<file path="config.mk">
export PLATFORM = sky130hd
export DESIGN_NAME = uart_csr_frontend
export DESIGN_NICKNAME = d
export VERILOG_FILES = /design/src/rtl/ucsr_pkg.sv /design/src/rtl/ucsr_decode.sv /design/src/rtl/ucsr_regs.sv /design/src/rtl/ucsr_core_port.sv /design/src/rtl/uart_csr_frontend.sv
export SDC_FILE = /design/constraint.sdc
export NUM_CORES = 1
export LEC_CHECK = 0
export BUFFER_PORTS_ARGS = -buffer_cell sky130_fd_sc_hd__buf_2
export CAP_MARGIN = 20
export CELL_PAD_IN_SITES_DETAIL_PLACEMENT = 1
export CELL_PAD_IN_SITES_GLOBAL_PLACEMENT = 1
export CORE_ASPECT_RATIO = 2
export CORE_MARGIN = 2
export CORE_UTILIZATION = 35
export CTS_BUF_LIST = sky130_fd_sc_hd__clkbuf_8
export DETAILED_ROUTE_END_ITERATION = 8
export GPL_ROUTABILITY_DRIVEN = 0
export MAX_ROUTING_LAYER = met4
export PLACE_DENSITY = 0.58
export SYNTH_ARGS = -nofsm -noshare
export SYNTH_HDL_FRONTEND = slang
export SYNTH_SLANG_ARGS = --single-unit
export TNS_END_PERCENT = 1
</file>
<file path="constraint.sdc">
create_clock -name clk -period 4.8 [get_ports clk]
set_input_delay 0.96 -clock clk [delete_from_list [all_inputs] [get_ports clk]]
set_output_delay 0.96 -clock clk [all_outputs]
set_load 0.01 [all_outputs]
</file>
<file path="src/rtl/ucsr_pkg.sv">
package ucsr_pkg;

  localparam int NUM_REGS = 12;

  typedef enum logic [3:0] {
    IDX_DLL    = 4'd0,
    IDX_DLH    = 4'd1,
    IDX_GCTL   = 4'd2,
    IDX_LCR    = 4'd3,
    IDX_MCR    = 4'd4,
    IDX_LSR    = 4'd5,
    IDX_MSR    = 4'd6,
    IDX_SCR    = 4'd7,
    IDX_IE_SET = 4'd8,
    IDX_IE_CLR = 4'd9,
    IDX_THR    = 4'd10,
    IDX_RBR    = 4'd11
  } ucsr_idx_e;

  localparam logic [1:0] SIZE_HALF = 2'b01;

  localparam int LSR_DR   = 0;
  localparam int LSR_THRE = 5;
  localparam int LSR_TEMT = 6;
  localparam logic [7:0] LSR_W1C_MASK = 8'h9E;
  localparam int MSR_SCTS = 0;
  localparam int IER_TXE  = 1;

  localparam int NUM_PLAIN = 6;

  // Event vector order: overrun, parity, framing, break, transmit done.
  function automatic logic [7:0] lsr_event_map(input logic [4:0] ev);
    return {ev[4], 2'b00, ev[3], ev[2], ev[1], ev[0], 1'b0};
  endfunction

  function automatic ucsr_idx_e plain_slot_idx(input int slot);
    case (slot)
      0:       return IDX_DLL;
      1:       return IDX_DLH;
      2:       return IDX_GCTL;
      3:       return IDX_LCR;
      4:       return IDX_MCR;
      default: return IDX_SCR;
    endcase
  endfunction

endpackage

</file>
<file path="src/rtl/ucsr_decode.sv">
module ucsr_decode
  import ucsr_pkg::*;
#(
  parameter int ADDR_W = 6
) (
  input  logic [1:0]        size,
  input  logic [ADDR_W-1:0] addr,
  output ucsr_idx_e         idx,
  output logic              size_bad,
  output logic              addr_bad
);
  localparam int WORD_W = ADDR_W - 2;

  logic [WORD_W-1:0] word;
  logic              misaligned;
  logic              beyond;

  assign word       = addr[ADDR_W-1:2];
  assign misaligned = (addr[1:0] != 2'b00);
  assign beyond     = (word >= WORD_W'(NUM_REGS));

  // Size is judged first; address faults only matter for sized-right accesses.
  assign size_bad = (size != SIZE_HALF);
  assign addr_bad = !size_bad && (misaligned || beyond);
  assign idx      = (misaligned || beyond) ? IDX_DLL : ucsr_idx_e'(word[3:0]);

endmodule

</file>
<file path="src/rtl/ucsr_regs.sv">
module ucsr_regs
  import ucsr_pkg::*;
#(
  parameter int DATA_W = 16
) (
  input  logic              clk,
  input  logic              rst,
  input  logic              wr_ok,
  input  ucsr_idx_e         idx,
  input  logic [DATA_W-1:0] wdata,
  input  logic [4:0]        ev_line,
  input  logic              ev_cts,
  input  logic              live_rx_ready,
  input  logic              live_thr_empty,
  input  logic              live_tx_idle,
  input  logic [7:0]        thr_value,
  input  logic [7:0]        rbr_value,
  output logic              ier_txe,
  output logic [DATA_W-1:0] rd_value
);
  localparam logic [DATA_W-1:0] DLL_RESET = DATA_W'(1);

  logic [DATA_W-1:0] plain_q [NUM_PLAIN];
  logic [DATA_W-1:0] ier_q;
  logic [7:0]        sticky_q;
  logic              scts_q;
  logic [7:0]        ev_bits;
  logic [7:0]        lsr_clear;
  logic [7:0]        lsr_view;

  // Plain storage: one register per slot, divisor low has its own reset value.
  for (genvar g = 0; g < NUM_PLAIN; g++) begin : g_plain
    localparam ucsr_idx_e SLOT_IDX = plain_slot_idx(g);
    localparam logic [DATA_W-1:0] SLOT_RST = (g == 0) ? DLL_RESET : '0;
    always_ff @(posedge clk) begin
      if (rst) begin
        plain_q[g] <= SLOT_RST;
      end else if (wr_ok && idx == SLOT_IDX) begin
        plain_q[g] <= wdata;
      end
    end
  end

  always_ff @(posedge clk) begin
    if (rst) begin
      ier_q <= '0;
    end else if (wr_ok && idx == IDX_IE_SET) begin
      ier_q <= ier_q | wdata;
    end else if (wr_ok && idx == IDX_IE_CLR) begin
      ier_q <= ier_q & ~wdata;
    end
  end

  assign ev_bits   = lsr_event_map(ev_line);
  assign lsr_clear = (wr_ok && idx == IDX_LSR) ? (wdata[7:0] & LSR_W1C_MASK) : 8'h00;

  // Clearing first, then setting: an event in the clearing cycle survives.
  always_ff @(posedge clk) begin
    if (rst) begin
      sticky_q <= 8'h00;
      scts_q   <= 1'b0;
    end else begin
      sticky_q <= (sticky_q & ~lsr_clear) | ev_bits;
      scts_q   <= (scts_q & ~(wr_ok && idx == IDX_MSR && wdata[MSR_SCTS])) | ev_cts;
    end
  end

  always_comb begin
    lsr_view           = sticky_q & LSR_W1C_MASK;
    lsr_view[LSR_DR]   = live_rx_ready;
    lsr_view[LSR_THRE] = live_thr_empty;
    lsr_view[LSR_TEMT] = live_tx_idle;
  end

  assign ier_txe = ier_q[IER_TXE];

  always_comb begin
    case (idx)
      IDX_DLL:    rd_value = plain_q[0];
      IDX_DLH:    rd_value = plain_q[1];
      IDX_GCTL:   rd_value = plain_q[2];
      IDX_LCR:    rd_value = plain_q[3];
      IDX_MCR:    rd_value = plain_q[4];
      IDX_SCR:    rd_value = plain_q[5];
      IDX_LSR:    rd_value = DATA_W'(lsr_view);
      IDX_MSR:    rd_value = DATA_W'(scts_q);
      IDX_IE_SET,
      IDX_IE_CLR: rd_value = ier_q;
      IDX_THR:    rd_value = DATA_W'(thr_value);
      IDX_RBR:    rd_value = DATA_W'(rbr_value);
      default:    rd_value = '0;
    endcase
  end

  // set address ORs in every written one
  p_ier_set_r5: assert property (@(posedge clk) disable iff (rst)
    (wr_ok && idx == IDX_IE_SET) |=> ((ier_q & $past(wdata)) == $past(wdata)));

  // clear address leaves no written one standing
  p_ier_clear_r5: assert property (@(posedge clk) disable iff (rst)
    (wr_ok && idx == IDX_IE_CLR) |=> ((ier_q & $past(wdata)) == '0));

  // a core event always lands, even against a clearing write
  p_event_sticks_r6: assert property (@(posedge clk) disable iff (rst)
    (|ev_line) |=> ((sticky_q & $past(ev_bits)) == $past(ev_bits)));

  // clear-to-send change always lands
  p_scts_sticks_r8: assert property (@(posedge clk) disable iff (rst)
    ev_cts |=> scts_q);

endmodule

</file>
<file path="src/rtl/ucsr_core_port.sv">
module ucsr_core_port
  import ucsr_pkg::*;
(
  input  logic       clk,
  input  logic       rst,
  input  logic       wr_ok,
  input  logic       rd_ok,
  input  ucsr_idx_e  idx,
  input  logic [7:0] wbyte,
  input  logic       ier_txe,
  input  logic [7:0] rx_byte,
  input  logic       rx_ready,
  output logic [7:0] tx_byte,
  output logic       tx_strobe,
  output logic       tx_irq,
  output logic       rx_pop,
  output logic [7:0] thr_value,
  output logic [7:0] rbr_value
);
  logic [7:0] thr_q;
  logic [7:0] rbr_q;
  logic       thr_wr;
  logic       rbr_take;

  assign thr_wr   = wr_ok && idx == IDX_THR;
  assign rbr_take = rd_ok && idx == IDX_RBR && rx_ready;

  always_ff @(posedge clk) begin
    if (rst) begin
      thr_q     <= 8'h00;
      rbr_q     <= 8'h00;
      tx_strobe <= 1'b0;
      tx_irq    <= 1'b0;
      rx_pop    <= 1'b0;
    end else begin
      tx_strobe <= thr_wr;
      tx_irq    <= thr_wr && ier_txe;
      rx_pop    <= rbr_take;
      if (thr_wr)   thr_q <= wbyte;
      if (rbr_take) rbr_q <= rx_byte;
    end
  end

  assign tx_byte   = thr_q;
  assign thr_value = thr_q;
  assign rbr_value = rx_ready ? rx_byte : rbr_q;

  // interrupt request only rides along with a transmit strobe
  p_irq_with_strobe_r9: assert property (@(posedge clk) disable iff (rst)
    tx_irq |-> tx_strobe);

  // strobed byte is the one written in the request cycle
  p_tx_byte_r9: assert property (@(posedge clk) disable iff (rst)
    thr_wr |=> (tx_strobe && tx_byte == $past(wbyte)));

  // a pop only follows a cycle in which the core had a byte
  p_pop_needs_data_r10: assert property (@(posedge clk) disable iff (rst)
    rx_pop |-> $past(rx_ready));

endmodule

</file>
<file path="src/rtl/uart_csr_frontend.sv">
module uart_csr_frontend
  import ucsr_pkg::*;
#(
  parameter int ADDR_W = 6,
  parameter int DATA_W = 16
) (
  input  logic              clk,
  input  logic              rst,
  input  logic              req_valid,
  input  logic              req_write,
  input  logic [1:0]        req_size,
  input  logic [ADDR_W-1:0] req_addr,
  input  logic [DATA_W-1:0] req_wdata,
  output logic              rsp_ack,
  output logic              rsp_err,
  output logic [DATA_W-1:0] rsp_rdata,
  output logic [7:0]        tx_byte,
  output logic              tx_strobe,
  output logic              tx_irq,
  input  logic [7:0]        rx_byte,
  input  logic              rx_ready,
  output logic              rx_pop,
  input  logic              live_thr_empty,
  input  logic              live_tx_idle,
  input  logic [4:0]        ev_line,
  input  logic              ev_cts
);
  ucsr_idx_e         idx;
  logic              size_bad;
  logic              addr_bad;
  logic              acc_ok;
  logic              wr_ok;
  logic              rd_ok;
  logic              ier_txe;
  logic [7:0]        thr_value;
  logic [7:0]        rbr_value;
  logic [DATA_W-1:0] rd_value;

  ucsr_decode #(.ADDR_W(ADDR_W)) u_decode (
    .size     (req_size),
    .addr     (req_addr),
    .idx      (idx),
    .size_bad (size_bad),
    .addr_bad (addr_bad)
  );

  assign acc_ok = req_valid && !size_bad && !addr_bad;
  assign wr_ok  = acc_ok && req_write;
  assign rd_ok  = acc_ok && !req_write;

  ucsr_regs #(.DATA_W(DATA_W)) u_regs (
    .clk            (clk),
    .rst            (rst),
    .wr_ok          (wr_ok),
    .idx            (idx),
    .wdata          (req_wdata),
    .ev_line        (ev_line),
    .ev_cts         (ev_cts),
    .live_rx_ready  (rx_ready),
    .live_thr_empty (live_thr_empty),
    .live_tx_idle   (live_tx_idle),
    .thr_value      (thr_value),
    .rbr_value      (rbr_value),
    .ier_txe        (ier_txe),
    .rd_value       (rd_value)
  );

  ucsr_core_port u_core (
    .clk       (clk),
    .rst       (rst),
    .wr_ok     (wr_ok),
    .rd_ok     (rd_ok),
    .idx       (idx),
    .wbyte     (req_wdata[7:0]),
    .ier_txe   (ier_txe),
    .rx_byte   (rx_byte),
    .rx_ready  (rx_ready),
    .tx_byte   (tx_byte),
    .tx_strobe (tx_strobe),
    .tx_irq    (tx_irq),
    .rx_pop    (rx_pop),
    .thr_value (thr_value),
    .rbr_value (rbr_value)
  );

  always_ff @(posedge clk) begin
    if (rst) begin
      rsp_ack   <= 1'b0;
      rsp_err   <= 1'b0;
      rsp_rdata <= '0;
    end else begin
      rsp_ack   <= acc_ok;
      rsp_err   <= req_valid && (size_bad || addr_bad);
      rsp_rdata <= rd_ok ? rd_value : '0;
    end
  end

  // one response kind at a time
  p_ack_err_excl_r11: assert property (@(posedge clk) disable iff (rst)
    !(rsp_ack && rsp_err));

  // no response without a request one cycle earlier
  p_resp_follows_req_r11: assert property (@(posedge clk) disable iff (rst)
    (rsp_ack || rsp_err) |-> $past(req_valid));

  // rejected accesses return zero data
  p_err_zero_data_r3: assert property (@(posedge clk) disable iff (rst)
    rsp_err |-> (rsp_rdata == '0));

  // a wrongly sized request is always rejected
  p_size_rejected_r3: assert property (@(posedge clk) disable iff (rst)
    (req_valid && req_size != SIZE_HALF) |=> rsp_err);

endmodule

</file>
==> After elaboration in Yosys (flattened, before gate mapping) <==
Memory sizes are Yosys's and may differ from the RTL's.
Index checks and enable logic that the tools add are counted.
{ "classes": {"order_cmp": 1, "eq_ne": 12, "n_mux": 32, "n_bitwise": 16, "reduce_logical": 31} }
{ "ops": {"columns": ["cell", "count"], "rows": [
  ["$pmux W16 S11", 1],
  ["$mux W16", 8],
  ["$logic_and A1 B1 Y1", 21],
  ["$mux W1", 20],
  ["$and A16 B16 Y16", 1],
  ["$eq A4 B3 Y1 const B", 4],
  ["$eq A4 B4 Y1 const B", 4],
  ["$mux W8", 2],
  ["$not A16 Y16", 1],
  ["$or A16 B16 Y16", 1],
  ["$and A8 B8 Y8", 1],
  ["$eq A4 B2 Y1 const B", 2],
  ["$not A8 Y8", 1],
  ["$or A8 B8 Y8", 1],
  ["$or A1 B1 Y1", 7],
  ["$eq A4 B1 Y1 const B", 1],
  ["$ge A4 B4 Y1 const B", 1],
  ["$logic_not A4 Y1", 1],
  ["$mux W4", 1],
  ["$reduce_bool A2 Y1", 2],
  ["$reduce_or A2 Y1", 2],
  ["$logic_not A1 Y1", 3],
  ["$logic_or A1 B1 Y1", 2],
  ["$ne A2 B1 Y1 const B", 1],
  ["2 further kinds", 3]
]} }
{ "totals": {"reg_bits": 62, "mem_bits_rw": 96, "n_memories": 1} }
{ "mem_list": {"columns": ["name", "depth", "width", "read_ports", "rd_ports_with_merged_regs", "write_ports", "line", "text"], "rows": [
  ["u_regs.plain_q", 6, 16, 6, 0, 6, "ucsr_regs.sv:23", "logic [DATA_W-1:0] plain_q [NUM_PLAIN];"]
]} }

==> Longest topological paths before layout <==
Gate-level depths: netlist (run 1).
{ "logic_depth": {"depth_word": 11, "depth_mapped": 9, "depth_no_buf": 5} }

==> Hierarchy <==
A second synthesis (run 1) with hierarchy kept.
{ "hier_totals": {"cells_unflattened": 613, "hier_area_um2": 7508.5} }
{ "modules_own_cells": {"columns": ["module", "n_inst", "cells_per_inst", "area_each_um2", "seq_area_each_um2"], "rows": [
  ["ucsr_regs", 1, 467, 5848.1, 3323.2],
  ["ucsr_core_port", 1, 95, 997.2, 380.4],
  ["uart_csr_frontend", 1, 44, 610.6, 360.3],
  ["ucsr_decode", 1, 7, 52.6, 0.0]
]} }

==> Worst setup path before layout (run 1) <==
OpenSTA, ideal clock, no wires.
{ "synth_path": {"kind": "input -> register", "from": "in req_addr[4]", "to": "mem u_regs.plain_q[0][0], enable pin", "arrival_ns": 2.471, "required_ns": 4.433, "path_slack_ns": 1.962, "cell_stages": 4, "path_buffers": 2, "path_cell_list": "buf_2 -> o41ai_2 -> clkbuf_1 -> a21o_1"} }
{ "synth_lines": {"columns": ["element", "line", "text"], "rows": [
  ["start: declaration", "uart_csr_frontend.sv:12", "input logic [ADDR_W-1:0] req_addr,"],
  ["end: declaration", "ucsr_regs.sv:23", null]
]} }

==> results.sh, run 1 <==
export IMPL_status="finished, final reports clean"
export IMPL_initial_core_util_pct=35.35
export IMPL_detail_route_antenna_nets=0
export IMPL_ys_async_sr_fraction_pct=0
export IMPL_dieArea_um2=20580
export IMPL_first_pass_iters=5
export IMPL_numClockSinks=155
export IMPL_fp_row_count=72
export IMPL_drc=0
export IMPL_synth_edf_count=96
export IMPL_routed_wl_um=21090
export IMPL_postCtsSetupBuffers=0
export IMPL_drt_iter0_markers=254
export IMPL_rsz0062_at_grt="no"
export IMPL_total_power_mw=2.617
export IMPL_slew_headroom_pct=28.25
export IMPL_synth_yosys_warnings=0
export IMPL_portBuffers=73
export IMPL_rr_worst_depth=5
export IMPL_period_needed_ps=3112
export IMPL_yosysUniqueCellTypes=50
export IMPL_skew_ps=11.60
export IMPL_leakagePower_nw=2.872
export IMPL_powerDensity_nw_per_um2=337.8
export IMPL_grt_max_degree=32
export IMPL_syn_area_um2=6783
export IMPL_vias_per_cell=5.402
export IMPL_cts_buffers=17
export IMPL_syn_nets=610
export IMPL_grt_usage_pct=21.93
export IMPL_cp_end_kind="register"
export IMPL_hp_class="reg2reg"
export IMPL_fin_nets=668
export IMPL_hold_slack_ps=492.0
export IMPL_antenna_found_initial=0
export IMPL_r2r_end="rsp_rdata[1]$_SDFF_PP0_"
export IMPL_die_h_um=200.9
export IMPL_synth_compound_area_share_pct=13.84
export IMPL_final_hold_violation_count=0
export IMPL_synth_top_area_cell="edfxtp_1"
export IMPL_synth_top_family_by_area="simple AND/OR/NAND/NOR gates"
export IMPL_setup_tns_ps=0
export IMPL_fill_cells=2137
export IMPL_dpl_instance_area_um2=7362
export IMPL_cts_tree="built"
export IMPL_area_growth_pct=14.20
export IMPL_required_ps=4880
export IMPL_cp_arrival_ps=3190
export IMPL_wl_per_cell_um=23.56
export IMPL_dieWidth_um=102.4
export IMPL_synth_top_area_share_pct=42.50
export IMPL_path_clk_slew_ps=90
export IMPL_synth_xor_area_share_pct=0
export IMPL_synthFlopType="edfxtp_1"
export IMPL_ys_ff_latch=155
export IMPL_drv_cap=0
export IMPL_dp_cells=863
export IMPL_core_um2=19190
export IMPL_worstSkewPairLatency_ps=460
export IMPL_fin_area_um2=7746
export IMPL_timing_fmax_mhz=321.3
export IMPL_holdCritStartpoint="u_regs.scts_q$_SDFF_PP0_"
export IMPL_post_dp_hpwl_um=14840
export IMPL_syn_avg_cell_area_um2=12.00
export IMPL_root_buffer="clkbuf_8"
export IMPL_synth_seq_area_share_pct=59.92
export IMPL_maxSlewViolCount=0
export IMPL_ir_drop_uv=121.8
export IMPL_grt_first_pass_wirelength_um=31530
export IMPL_via_count=4835
export IMPL_cts_htree_levels=4
export IMPL_synthAdderAreaFrac_pct=0
export IMPL_synthSimpleGateAreaFrac_pct=17.25
export IMPL_ctsHoldBuffers=0
export IMPL_finalNonFillerCells=895
export IMPL_crit_path_max_fanout=20
export IMPL_grt_pass1_vias=5096
export IMPL_cts_buffer_depth=2
export IMPL_rrSetupSlack_ps=3270
export IMPL_critPathLaunchType="input port"
export IMPL_endpoint="u_regs.plain_q[0][31]$_SDFFCE_PN0P_"
export IMPL_critPathKind="in2reg"
export IMPL_setup_violations_final=0
export IMPL_startpoint="req_addr[2]"
export IMPL_io_pins=74
export IMPL_cts_resized=0
export IMPL_synth_area_leaders="edfxtp_1 43%, dfxtp_1 17%, and2_1 8.9%"
export IMPL_r2r_start="u_regs.sticky_q[1]$_SDFF_PP0_"
export IMPL_grt_overflow=0
export IMPL_synth_cells=565
export IMPL_synth_mux_area_share_pct=5.460
export IMPL_tightest_slew_ps=1074
export IMPL_antenna_cells=0
export IMPL_period_share_pct=64.84
export IMPL_drive_gt1_share_pct=21.07
## layout by cell type (no fill, tap or decap), drive strengths merged, types with 6 or more instances in the layout
cell and n:
a21oi 23, a31oi 17, clkinv 6, a222oi 11, a31o 6, nor3 7
a311oi 15, mux2i 37, nor2 34, edfxtp 96, buf 86, nand2b 10
a21o 7, a22oi 20, clkbuf 17, inv 11, nor2b 6, dfxtp 59
nand2 14, and2 96, nand3 7
## cell families after synthesis
family	after synthesis
buffers and inverters	55
AOI/OAI and AO/OA	125
DFF	155
and+or+nand+nor	193
muxes	37
## layout make-up
cell class	count	area, µm²	area share (%)
Clock buffer	17	234.0	3.021
Multi-Input combinational cell	355	2481	32.03
Sequential cell	155	4064	52.46
Clock inverter	15	150.1	1.938
Inverter	8	30.03	0.3877
Tap cell	259	324.1	4.183
Timing Repair Buffer	86	462.9	5.976
## synthesized netlist by cell type (all sizes together), types with 3 or more instances
master and number:
and2 96, edfxtp 96, dfxtp 59, mux2i 37, nor2 34, clkbuf 28, a21oi 23, a22oi 20
buf 19, a31oi 17, a311oi 15, nand2 14, a222oi 11, nand2b 10, inv 8, a21o 7
nand3 7, nor3 7, a31o 6, nor2b 6, a221oi 5, nor3b 5, nor4 5, o21ai 5
o2bb2ai 4, a211oi 3
## per-stage QoR
stage	util (%)	worst slack, ps
2_1_floorplan	-	1962
5_1_grt	40.37	1522
4_1_cts	40.37	1709
3_5_place_dp	38.37	1201
3_3_place_gp	38.37	1301
6_report	40.37	1688
## worst min path at each step
stage	end	slack, ps	depth (start not counted)
detailed placement	u_regs.scts_q$_SDFF_PP0_	470	2
global route	u_regs.scts_q$_SDFF_PP0_	530	2
finish	u_regs.scts_q$_SDFF_PP0_	490	2
global placement	u_core.rbr_q[4]$_SDFFE_PP0P_	480	2
CTS	u_regs.scts_q$_SDFF_PP0_	490	2
floorplan	u_core.tx_irq$_SDFF_PP0_	450	1
## worst max-delay path, cell delays in order
cell      delay [ps]
buf_2            420
nand3b_1         400
nor3_1           260
buf_4            270
a21o_1           860
## where the power goes
group          switching, mW  total, mW  internal (mW)
logic                  0.120      0.169         0.0491
clock network          0.517      0.977          0.460
registers             0.0162       1.47           1.45
total                  0.653       2.62           1.96
## metal layers
layer,share of wire (%),global-route usage (%)
met5,0,-
met4,5.7,12.38
met3,3.4,3.517
met2,55,37.82
met1,36,23.02
(Power assumes the default switching activity.)
==> inputs of run 2 (changes only) <==
- ABC_AREA: default -> 1
- PLACE_DENSITY: 0.58 -> 0.61
- clock period: 4.8 -> 3 ns (I/O delays scaled with it)
==> run 2 against run 1 <==
Non-clock buffer count increased by 7. Via count increased by 16%. Sequential share of layout area decreased by 0.88 points. Design area increased by 1.7%. Routed wire length increased by 8.3%. Hold slack got worse by 120 ps. First-iteration DRC count increased by 19%. Die area increased by 0.43%. Area after synthesis increased by 0.44%. Register-to-register slack got worse by 1500 ps. Power increased by 61%. Worst setup slack got worse by 710 ps. Critical path type unchanged.
==> results.sh, run 2 <==
export IMPL_drt_iter0_markers=301
export IMPL_timing_fmax_mhz=495.2
export IMPL_grt_first_pass_wirelength_um=34770
export IMPL_dieArea_um2=20670
export IMPL_grt_pass1_vias=6117
export IMPL_wl_per_cell_um=20.28
export IMPL_cts_resized=0
export IMPL_r2r_end="rsp_rdata[6]$_SDFF_PP0_"
export IMPL_required_ps=3140
export IMPL_tightest_slew_ps=713.3
export IMPL_post_dp_hpwl_um=16970
export IMPL_postCtsSetupBuffers=0
export IMPL_grt_usage_pct=23.89
export IMPL_root_buffer="clkbuf_8"
export IMPL_powerDensity_nw_per_um2=533.6
export IMPL_leakagePower_nw=3.337
export IMPL_synth_top_area_cell="edfxtp_1"
export IMPL_synth_most_common_cell="nor2_1"
export IMPL_synth_seq_area_share_pct=59.65
export IMPL_hp_class="in2reg"
export IMPL_dieWidth_um=102.7
export IMPL_io_pins=74
export IMPL_cp_arrival_ps=2160
export IMPL_via_count=5624
export IMPL_rr_worst_depth=4
export IMPL_synth_top_area_share_pct=42.31
export IMPL_skew_ps=15.93
export IMPL_rrSetupSlack_ps=1780
export IMPL_yosysUniqueCellTypes=25
export IMPL_worstSkewPairLatency_ps=460
export IMPL_ys_async_sr_fraction_pct=0
export IMPL_synthFlopType="edfxtp_1"
export IMPL_maxSlewViolCount=0
export IMPL_crit_path_max_fanout=16
export IMPL_synth_cells=772
export IMPL_portBuffers=73
export IMPL_die_h_um=201.3
export IMPL_max_stage_delay_ps=350
export IMPL_syn_area_um2=6813
export IMPL_crit_slowest_cell="nor2_2"
export IMPL_setup_violations_final=0
export IMPL_crit_top_cell="nand2_1"
export IMPL_ctsHoldBuffers=0
export IMPL_drc=0
export IMPL_fp_row_count=72
export IMPL_drive_gt1_share_pct=17.30
export IMPL_critPathLaunchType="input port"
export IMPL_fin_nets=899
export IMPL_cts_buffers=17
export IMPL_path_cells="buf_2 > nor2_4 > nand2_1 > inv_2 > nand2_1 > nor2_2 > inv_1 > o21ai_1 > buf_4"
export IMPL_grt_max_degree=31
export IMPL_critPathKind="in2reg"
export IMPL_cts_htree_levels=4
export IMPL_numClockSinks=155
export IMPL_cp_end_kind="register"
export IMPL_ir_drop_uv=241.6
export IMPL_layout_commonest_cell="nor2_1"
export IMPL_slew_headroom_pct=52.33
export IMPL_setup_tns_ps=0
export IMPL_grt_overflow=0
export IMPL_hold_depth=3
export IMPL_path_clk_slew_ps=90
export IMPL_ys_ff_latch=155
export IMPL_r2r_start="u_regs.plain_q[0][22]$_SDFFCE_PN0P_"
export IMPL_period_share_pct=67.32
export IMPL_syn_nets=817
export IMPL_holdCritStartpoint="rx_byte[5]"
export IMPL_antenna_found_initial=0
export IMPL_syn_avg_cell_area_um2=8.825
export IMPL_final_cell_mix="167 x nor2_1, 156 x nand2_1, 96 x edfxtp_1"
export IMPL_cts_tree="built"
export IMPL_detail_route_antenna_nets=0
export IMPL_synth_edf_count=96
export IMPL_antenna_cells=0
export IMPL_drv_cap=0
export IMPL_final_hold_violation_count=0
export IMPL_hold_end="u_core.rbr_q[5]$_SDFFE_PP0P_"
export IMPL_area_growth_pct=15.65
export IMPL_cts_buffer_depth=2
export IMPL_first_pass_iters=4
export IMPL_initial_core_util_pct=35.50
export IMPL_synth_area_leaders="edfxtp_1 42%, dfxtp_1 17%, nor2_1 9.2%"
export IMPL_period_needed_ps=2020
export IMPL_rsz0062_at_grt="no"
export IMPL_vias_per_cell=4.995
export IMPL_core_um2=19190
export IMPL_routed_wl_um=22840
export IMPL_status="finished, final reports clean"
export IMPL_total_power_mw=4.204
export IMPL_yosys_top_cells_count="167 x nor2_1, 156 x nand2_1, 96 x edfxtp_1"
export IMPL_synth_yosys_warnings=0
==> run 2: worst max path at each step <==
stage | start | to | slack [ps] | cells after the start
6_report | req_addr[1] | u_regs.plain_q[2][31]$_SDFFCE_PN0P_ | 980 | 9
5_1_grt | req_addr[1] | register | 800 | 10
4_1_cts | req_addr[1] | rsp_rdata[8]$_SDFF_PP0_ | 1010 | 11
3_5_place_dp | req_addr[1] | u_regs.plain_q[2][10]$_SDFFCE_PN0P_ | 520 | 10
3_3_place_gp | req_addr[1] | rsp_rdata[8]$_SDFF_PP0_ | 510 | 11
2_1_floorplan | req_addr[1] | u_regs.plain_q[2][16]$_SDFFCE_PN0P_ | 100 | 7
==> run 2: cell families after synthesis <==
family | Yosys count | synth area share [%]
and+or+nand+nor | 424 | 27.22
DFF | 155 | 59.65
AOI/OAI and AO/OA | 94 | 6.997
buffers and inverters | 99 | 6.134
==> run 2: layer usage <==
| layer | up-vias | GRT usage (%) | share of wire [%] |
|---|---|---|---|
| met2 | 122 | 44.54 | 57 |
| met3 | 39 | 2.987 | 2.7 |
| li1 | 2691 | - | - |
| met5 | - | - | 0 |
| met4 | 0 | 13.24 | 5.4 |
| met1 | 2772 | 22.55 | 35 |
==> run 2: worst max-delay path, delay by kind of cell <==
| family | cells | cell delay (ps) |
|---|---|---|
| compound gates | 1 | 150 |
| buf+inv | 4 | 620 |
| simple gates | 4 | 750 |
==> run 2: stage by stage <==
stage / hold slack, ps / cell area (µm²) / instances / utilization, % / setup WS (ps)
5_1_grt: 366.0 / 7879 / 1126 / 41.06 / 799.0
3_5_place_dp: 467.1 / 7493 / 1094 / 39.05 / 515.9
3_3_place_gp: 459.4 / 7493 / 1094 / 39.05 / 514.0
6_report: 368.7 / 7879 / 1126 / 41.06 / 980.5
2_1_floorplan: 426.6 / 6813 / 772 / - / 99.90
4_1_cts: 354.0 / 7879 / 1126 / 41.06 / 1006
==> run 2: final cells by class <==
| type | count | area, µm² |
|---|---|---|
| repair buffers | 93 | 515.5 |
| well taps | 259 | 324.1 |
| flip-flops and latches | 155 | 4064 |
| clock buffers | 17 | 234.0 |
| clock inverters | 15 | 151.4 |
| multi-input cells | 518 | 2331 |
| inverters | 69 | 259.0 |
| fillers | 2339 | 11310 |
==> run 2: power breakdown <==
| group | internal, mW | switching, mW |
|---|---|---|
| combinational | 0.0717 | 0.216 |
| clock | 0.737 | 0.828 |
| sequential | 2.33 | 0.0242 |
| total | 3.14 | 1.07 |
